===== src/rtl/fpmv_pkg.sv =====
package fpmv_pkg;
  localparam int SW = 32;
  localparam logic [SW-1:0] QNAN_CANON = 32'h7FC0_0000;

  typedef enum logic [2:0] {
    OP_CPSGN  = 3'd0,
    OP_NEGSGN = 3'd1,
    OP_XORSGN = 3'd2,
    OP_I2F    = 3'd3,
    OP_F2I    = 3'd4,
    OP_LOAD   = 3'd5,
    OP_STORE  = 3'd6,
    OP_NONE   = 3'd7
  } op_e;

  typedef enum logic [1:0] {
    SG_COPY = 2'd0,
    SG_NEG  = 2'd1,
    SG_XOR  = 2'd2
  } sgn_mode_e;
endpackage


===== src/rtl/fpmv_unbox.sv =====
module fpmv_unbox
  import fpmv_pkg::*;
#(
  parameter int FLEN = 64
) (
  input  logic [FLEN-1:0] wide_i,
  output logic [SW-1:0]   narrow_o
);
  generate
    if (FLEN > SW) begin : g_check
      localparam int HI = FLEN - SW;
      logic boxed;
      assign boxed    = &wide_i[FLEN-1:SW];
      assign narrow_o = boxed ? wide_i[SW-1:0] : QNAN_CANON;
      logic unused_hi;
      assign unused_hi = ^HI;
    end else begin : g_pass
      assign narrow_o = wide_i[SW-1:0];
    end
  endgenerate
endmodule


===== src/rtl/fpmv_box.sv =====
module fpmv_box
  import fpmv_pkg::*;
#(
  parameter int FLEN = 64
) (
  input  logic [SW-1:0]   narrow_i,
  output logic [FLEN-1:0] wide_o
);
  generate
    if (FLEN > SW) begin : g_fill
      assign wide_o = {{(FLEN-SW){1'b1}}, narrow_i};
    end else begin : g_pass
      assign wide_o = narrow_i[FLEN-1:0];
    end
  endgenerate
endmodule


===== src/rtl/fpmv_sgnj.sv =====
module fpmv_sgnj
  import fpmv_pkg::*;
(
  input  sgn_mode_e     mode_i,
  input  logic [SW-1:0] mag_i,
  input  logic [SW-1:0] sgn_i,
  output logic [SW-1:0] res_o
);
  logic new_sign;
  always_comb begin
    unique case (mode_i)
      SG_COPY: new_sign = sgn_i[SW-1];
      SG_NEG:  new_sign = ~sgn_i[SW-1];
      SG_XOR:  new_sign = sgn_i[SW-1] ^ mag_i[SW-1];
      default: new_sign = sgn_i[SW-1];
    endcase
  end
  assign res_o = {new_sign, mag_i[SW-2:0]};
endmodule


===== src/rtl/fp_sgnmove.sv =====
module fp_sgnmove
  import fpmv_pkg::*;
#(
  parameter int FLEN = 64,
  parameter int XLEN = 32
) (
  input  logic            clk,
  input  logic            rst,
  input  logic            op_valid,
  input  logic [2:0]      op_sel,
  input  logic [FLEN-1:0] fa,
  input  logic [FLEN-1:0] fb,
  input  logic [XLEN-1:0] xa,
  input  logic [SW-1:0]   ld_data,
  input  logic [1:0]      fs_state,
  output logic [FLEN-1:0] f_result,
  output logic            f_valid,
  output logic [XLEN-1:0] x_result,
  output logic            x_valid,
  output logic            st_en,
  output logic [SW-1:0]   st_data
);
  op_e       op;
  sgn_mode_e smode;
  logic [SW-1:0]   a_n, b_n, sgnj_res, f_narrow;
  logic [FLEN-1:0] f_wide;
  logic [XLEN-1:0] x_ext;
  logic            is_sgnj, is_fwr, is_xwr, is_st;

  assign op    = op_e'(op_sel);
  assign smode = sgn_mode_e'(op_sel[1:0]);

  fpmv_unbox #(.FLEN(FLEN)) u_unbox_a (.wide_i(fa), .narrow_o(a_n));
  fpmv_unbox #(.FLEN(FLEN)) u_unbox_b (.wide_i(fb), .narrow_o(b_n));
  fpmv_sgnj u_sgnj (.mode_i(smode), .mag_i(a_n), .sgn_i(b_n), .res_o(sgnj_res));

  always_comb begin
    is_sgnj  = (op == OP_CPSGN) || (op == OP_NEGSGN) || (op == OP_XORSGN);
    is_fwr   = op_valid && (is_sgnj || op == OP_I2F || op == OP_LOAD);
    is_xwr   = op_valid && (op == OP_F2I);
    is_st    = op_valid && (op == OP_STORE) && (fs_state != 2'd0);
    f_narrow = sgnj_res;
    if (op == OP_I2F)  f_narrow = xa[SW-1:0];
    if (op == OP_LOAD) f_narrow = ld_data;
  end

  fpmv_box #(.FLEN(FLEN)) u_box (.narrow_i(f_narrow), .wide_o(f_wide));

  generate
    if (XLEN > SW) begin : g_sext
      assign x_ext = {{(XLEN-SW){fa[SW-1]}}, fa[SW-1:0]};
    end else begin : g_trunc
      assign x_ext = fa[XLEN-1:0];
    end
  endgenerate

  always_ff @(posedge clk) begin
    if (rst) begin
      f_result <= '0;
      f_valid  <= 1'b0;
      x_result <= '0;
      x_valid  <= 1'b0;
      st_en    <= 1'b0;
      st_data  <= '0;
    end else begin
      f_valid <= is_fwr;
      x_valid <= is_xwr;
      st_en   <= is_st;
      if (is_fwr) f_result <= f_wide;
      if (is_xwr) x_result <= x_ext;
      st_data <= is_st ? fa[SW-1:0] : '0;
    end
  end

  AST_ONE_SINK: assert property (@(posedge clk) disable iff (rst)
    $onehot0({f_valid, x_valid, st_en}));
  AST_ST_CAUSE: assert property (@(posedge clk) disable iff (rst)
    st_en |-> ($past(op_valid) && $past(op_sel) == 3'd6 && $past(fs_state) != 2'd0));
  AST_ST_OFF: assert property (@(posedge clk) disable iff (rst)
    (op_valid && op_sel == 3'd6 && fs_state == 2'd0) |=> (!st_en && st_data == '0));
  AST_ST_DATA: assert property (@(posedge clk) disable iff (rst)
    (op_valid && op_sel == 3'd6 && fs_state != 2'd0) |=> (st_data == $past(fa[SW-1:0])));
  AST_IDLE: assert property (@(posedge clk) disable iff (rst)
    (!op_valid || op_sel == 3'd7) |=> !(f_valid || x_valid || st_en));

  generate
    if (FLEN > SW) begin : g_fchk
      AST_FBOX: assert property (@(posedge clk) disable iff (rst)
        f_valid |-> (&f_result[FLEN-1:SW]));
      AST_MAG_KEEP: assert property (@(posedge clk) disable iff (rst)
        (op_valid && op_sel <= 3'd2 && (&fa[FLEN-1:SW]))
          |=> (f_result[SW-2:0] == $past(fa[SW-2:0])));
    end
    if (XLEN > SW) begin : g_xchk
      AST_SEXT: assert property (@(posedge clk) disable iff (rst)
        x_valid |-> (x_result[XLEN-1:SW] == {(XLEN-SW){x_result[SW-1]}}));
    end
  endgenerate
endmodule


===== config.mk =====
export PLATFORM = sky130hd
export DESIGN_NAME = fp_sgnmove
export DESIGN_NICKNAME = d
export VERILOG_FILES = /design/src/rtl/fpmv_pkg.sv /design/src/rtl/fpmv_unbox.sv /design/src/rtl/fpmv_box.sv /design/src/rtl/fpmv_sgnj.sv /design/src/rtl/fp_sgnmove.sv
export SDC_FILE = /design/constraint.sdc
export NUM_CORES = 1
export LEC_CHECK = 0
export BUFFER_PORTS_ARGS = -buffer_cell sky130_fd_sc_hd__buf_4
export CAP_MARGIN = 20
export CORE_AREA = 2 2 127 129
export DETAILED_ROUTE_END_ITERATION = 8
export DIE_AREA = 0 0 129 131
export MAX_ROUTING_LAYER = met4
export PLACE_DENSITY = 0.68
export SKIP_LAST_GASP = 1
export SYNTH_ARGS = -nofsm -noshare
export SYNTH_HDL_FRONTEND = slang
export SYNTH_SLANG_ARGS = --single-unit

===== constraint.sdc =====
create_clock -name clk -period 2.29 [get_ports clk]
set_input_delay 0.229 -clock clk [delete_from_list [all_inputs] [get_ports clk]]
set_output_delay 0.229 -clock clk [all_outputs]
set_load 0.02 [all_outputs]

## Word level (Yosys, flattened, before mapping)

Index checks and enable logic that the tools add are counted.
W data, S select, Z words.

| word-level totals | value |
|---|---|
| register bits after elaboration | 100 |
| bits in latches | 0 |
| RAM bits | 0 |
| ROM bits | 0 |
| input bits | 200 |
| word-level logic and storage cells | 35 |
| memories kept | 0 |

| cells by class | value |
|---|---|
| $add $sub $neg | 0 |
| multiply operators | 0 |
| divide/modulo/power cells | 0 |
| magnitude comparators | 0 |
| equality and inequality tests | 8 |
| shift-type cells | 0 |
| mux-type cells | 5 |
| bitwise gates (word level) | 3 |
| reduce and logical (&&, ||, !) cells | 13 |

Operators by type and width:

| cell | count |
|---|---|
| $mux W32 | 4 |
| $reduce_and A32 Y1 | 2 |
| $eq A3 B3 Y1 const B | 3 |
| $eq A3 B2 Y1 const B | 2 |
| $logic_and A1 B1 Y1 | 4 |
| $logic_or A1 B1 Y1 | 4 |
| $eq A3 B1 Y1 const B | 1 |
| $logic_not A3 Y1 | 1 |
| $eq A2 B1 Y1 const B | 1 |
| $eq A2 B2 Y1 const B | 1 |
| $not A1 Y1 | 2 |
| $pmux W1 S2 | 1 |
| $reduce_bool A2 Y1 | 1 |
| $reduce_or A2 Y1 | 1 |
| $xor A1 B1 Y1 | 1 |

## Depth between registers and ports, before layout

| logic depth | value |
|---|---|
| depth in word-level cells | 6 |
| mapped depth | 9 |
| mapped depth without buffers | 7 |

## Cells and area by module

A second synthesis with hierarchy kept.

| second synthesis, totals | value |
|---|---|
| cell total of the unflattened synthesis | 888 |
| area total of the unflattened synthesis | 7153.1 µm² |

Modules (own cells, without submodules):

| module | instances | cells an instance | area an instance (µm²) | sequential area each (µm²) |
|---|---|---|---|---|
| fp_sgnmove | 1 | 641 | 5565.3 | 2622.5 |
| fpmv_unbox | 2 | 71 | 399.1 | 0.0 |
| fpmv_box | 1 | 65 | 484.2 | 0.0 |
| fpmv_sgnj | 1 | 40 | 305.3 | 0.0 |

## Worst setup path after synthesis

No wires, ideal clock.

| timing | value |
|---|---|
| path kind | in2reg |
| start point | input op_sel[0] |
| end point | register f_result[31] |
| setup time | 127 ps |
| data arrival time | 1649 ps |
| required time | 2163 ps |
| slack | 514 ps |
| cell stages on the path | 8 |
| cells stage by stage | inv_1 > ha_1 > or4_1 > and3_1 > buf_6 > o2111ai_1 > mux2_2 > o211ai_1 |

| between the ends | value |
|---|---|
| cells in the longest elaborated chain, start to end | 6 |
| elaborated cells on any way between the ends | 15 |

RTL lines:

| what | RTL line | source |
|---|---|---|
| start: declaration | fp_sgnmove.sv:10 | `input logic [2:0] op_sel,` |
| branches (longest 6 deep; another with $mux W32) | - |  |
| end signal: assignment | fp_sgnmove.sv:69 | `if (is_fwr) f_result <= f_wide;` |
| end: declaration | fp_sgnmove.sv:16 | `output logic [FLEN-1:0] f_result,` |

Several ways; the timed one is not identified.
A chain may end at the register's enable or synchronous reset.

## Worst setup path after layout

| timing | value |
|---|---|
| start point | register f_result[32] (netlist name) |
| end point | output f_result[55] |

No word-level cell between the ends.

==> flow_summary_export.csv <==
group,metric,value,unit
pwr,p_leak,2.99,nW
clocking,clockRootBuffer,"clkbuf_16",
timing,final.period_utilization,0.788,
critical_path,cp.required,2060,ps
clocking,path_clk_slew,80,ps
die,start_util,0.267,
clocking,htreeDepth,3,
cells_and_area,final_core_util,0.431,
timing,fmax,0.554,GHz
drt,viasPerCell,4.59,
cells_and_area,instances_no_fill,961,
timing,finalHoldViolations,0,
die,die-width,129,µm
critical_path,cp_cell_sequence,"buf_4",
cells_and_area,area_growth_syn_to_layout,61.5,%
synth,ys_ff_latch,100,
critical_path,path_buf_inv,1,
clocking,cts_tree,"built",
placement,gp_routability_congestion,0.797,
grt,grt_pass1_vias,4124,
synth,synth_cell_type_count,36,
timing,worst_slew_pin_slew,943,ps
cells_and_area,drive_above_1_share,0.448,
synth,ys_warn_count,0,
drt,detail_route.iter0.violations,200,
synth,synth_xor_xnor_area_share,0,
critical_path,path_delay_family,"flip-flops",
cells_and_area,num_antenna_cells,0,
drt,totalWireLength,15.7,mm
placement,hpwlAfterDp,11.8,mm
synth,netlist.area_leader.share,0.481,
grt,grtUsageTotal,0.179,
synth,synthesis.nets,686,
timing,setup_viol,0,
critical_path,cp_max_fo,33,
synth,synth-seq-area-share,0.481,
clocking,cts_resized,0,
timing,slew_violations,0,
synth,avgSynthCellArea,8.63,µm²
pwr,p_sw,0.00110,W
synth,netlist_top_cells_area,"dfxtp_1 48%, nand2_1 8.9%, buf_4 6.0%, and2_1 5.0%, a221oi_1 4.6%",
grt,grt_start_max_net_pins,49,
pwr,combPwrFrac,0.172,
critical_path,critPathSlowestCell,"dfxtp_1",
pwr,clkPwrFrac,0.387,
synth,synthAdderAreaFrac,0.0120,
critical_path,slowest_delay,940,ps
clocking,clk_latency,350,ps
critical_path,start_kind,"flop",
synth,synth_simple_gate_area_frac,0.209,
die,placement_rows,46,
drt,post-route-drc-count,0,
synth,synth_compound_area_frac,0.190,
timing,worst_slack,485,ps
clocking,hold_buffers,0,
flow_run,max_cap_viol_count,0,
pwr,power.internal,0.00301,W
critical_path,crit_type,"flop to primary output",
clocking,clockBufferDepth,2,
timing,fin_setup_tns,0,ps
die,dieArea,16900,µm²
die,die_y,131,µm
critical_path,worstSetupEndpointType,"primary output",
synth,synth.area.mux_share,0.00511,
pwr,p_sw_frac,0.268,
drt,wl_per_cell,16.4,µm
die,ios,331,
grt,grt_pass1_wl,22.4,mm
grt,antenna_found_initial,0,
synth,synthCells,482,
clocking,cts_sinks,100,
placement,placed_cells,945,
synth,synth_top_family_by_area,"simple AND/OR/NAND/NOR gates",
cells_and_area,layout_commonest_cell,"buf_4",
cells_and_area,final_cell_mix,"310 x buf_4, 100 x dfxtp_1, 99 x nand2_1",
timing,relSlewSlack,0.370,
critical_path,arrival,1580,ps
synth,syn_area,4160,µm²
pwr,vdd_drop_max,330,µV
drt,drtPass1Iterations,4,
synth,yosysTopAreaCell,"dfxtp_1",
timing,skew,0,ps
status,status,"finished clean",
drt,ant_nets,0,
placement,post-place-ws,155,ps
clocking,numCtsBuffers,9,
die,fp.coreArea,15600,µm²
pwr,powerDensity,612,nW/µm²
pwr,seq_power_share,0.442,
placement,portBuffers,299,
hold_path,holdCritPathClass,"primary input to flop",
grt,overflow,0,
timing,rsz0062_at_grt,"no",
timing,fin_crit,1800,ps
timing,hold_slack,98.9,ps
cells_and_area,final_nets,944,
drt,vias,4412,
clocking,post-cts-setup-buffers,0,
final timing paths:
path | to | cells past startpoint | startpoint | slack (ps)
min reg2reg | f_result[0] | 2 | f_result[0] | 450
min | st_data[8] | 2 | fa[8] | 100
max | f_result[55] | 1 | f_result[32] | 490
max reg2reg | f_result[32] | 2 | f_result[32] | 1060
cells in the mapped netlist:
master and number:
a211o_1 1, a21oi_1 32, a221oi_1 22, a311oi_1 9, a31oi_1 1, a41oi_1 1, and2_1 33, and3_1 4
and4_1 1, buf_1 1, buf_2 3, buf_4 33, buf_6 5, clkbuf_1 24, dfxtp_1 100, ha_1 4
inv_1 3, mux2_2 1, mux2i_1 1, nand2_1 99, nand2b_1 2, nand3_1 3, nand4_1 16, nor2_1 15
nor2_4 1, nor2b_1 1, nor2b_4 1, nor3_1 2, nor3b_1 1, nor4_1 3, o2111ai_1 1, o211ai_1 3
o21ai_0 25, o21ai_1 20, o221ai_1 9, or4_1 1
state kept, by name (all words and copies together), names as in the netlist:
signal and count:
st_en 1, f_result 33, f_valid 1, st_data 32, x_valid 1, x_result 32
worst register-to-register path: cells and delay by family, from the launching register on:
family	cells	cell delay (ps)
AND/OR/NAND/NOR	2	220
flip-flops	1	940
power groups by stage:
stage               Clock [W]  Sequential, W  Combinational, W
finish                0.00159        0.00182          0.000705
global route          0.00169        0.00182          0.000753
CTS                   0.00163        0.00182          0.000712
detailed placement          0        0.00186          0.000710
global placement            0        0.00185          0.000705
floorplan                   0        0.00191          0.000283
metrics by stage:
stage | power (W) | instance area (µm²)
final | 0.00411 | 6720
after global routing | 0.00426 | 6720
after CTS | 0.00415 | 6720
after detailed placement | 0.00257 | 6410
after global placement | 0.00256 | 6410
after floorplan | 0.00219 | 4160
area by class of cell:
class / count / area [µm²]
Multi-Input combinational cell: 313 / 1740
Clock buffer: 9 / 225
Inverter: 3 / 11.3
Tap cell: 216 / 270
Fill cell: 1559 / 8880
Sequential cell: 100 / 2000
Timing Repair Buffer: 313 / 2390
Clock inverter: 7 / 80.1
layer usage:
layer | GRT usage | vias up | part of all wire | wire length, µm
met1 | 0.227 | 2043 | 0.45 | 7040
met3 | 0.0444 | 20 | 0.063 | 989
met5 | - | - | 0 | 0
li1 | - | 2180 | - | -
met2 | 0.280 | 169 | 0.47 | 7410
met4 | 0.0550 | 0 | 0.019 | 293
kinds of logic (layout without fill, tap and decap cells):
kind of cell	after synthesis	after routing
buffers and inverters	69	332
multiplexers	2	2
AND/OR/NAND/NOR	183	183
flip-flops	100	100
AO/OA/AOI/OAI	124	124
adder cells (fa/ha/maj)	4	4
Note: power is estimated with default switching activity, not from simulation.
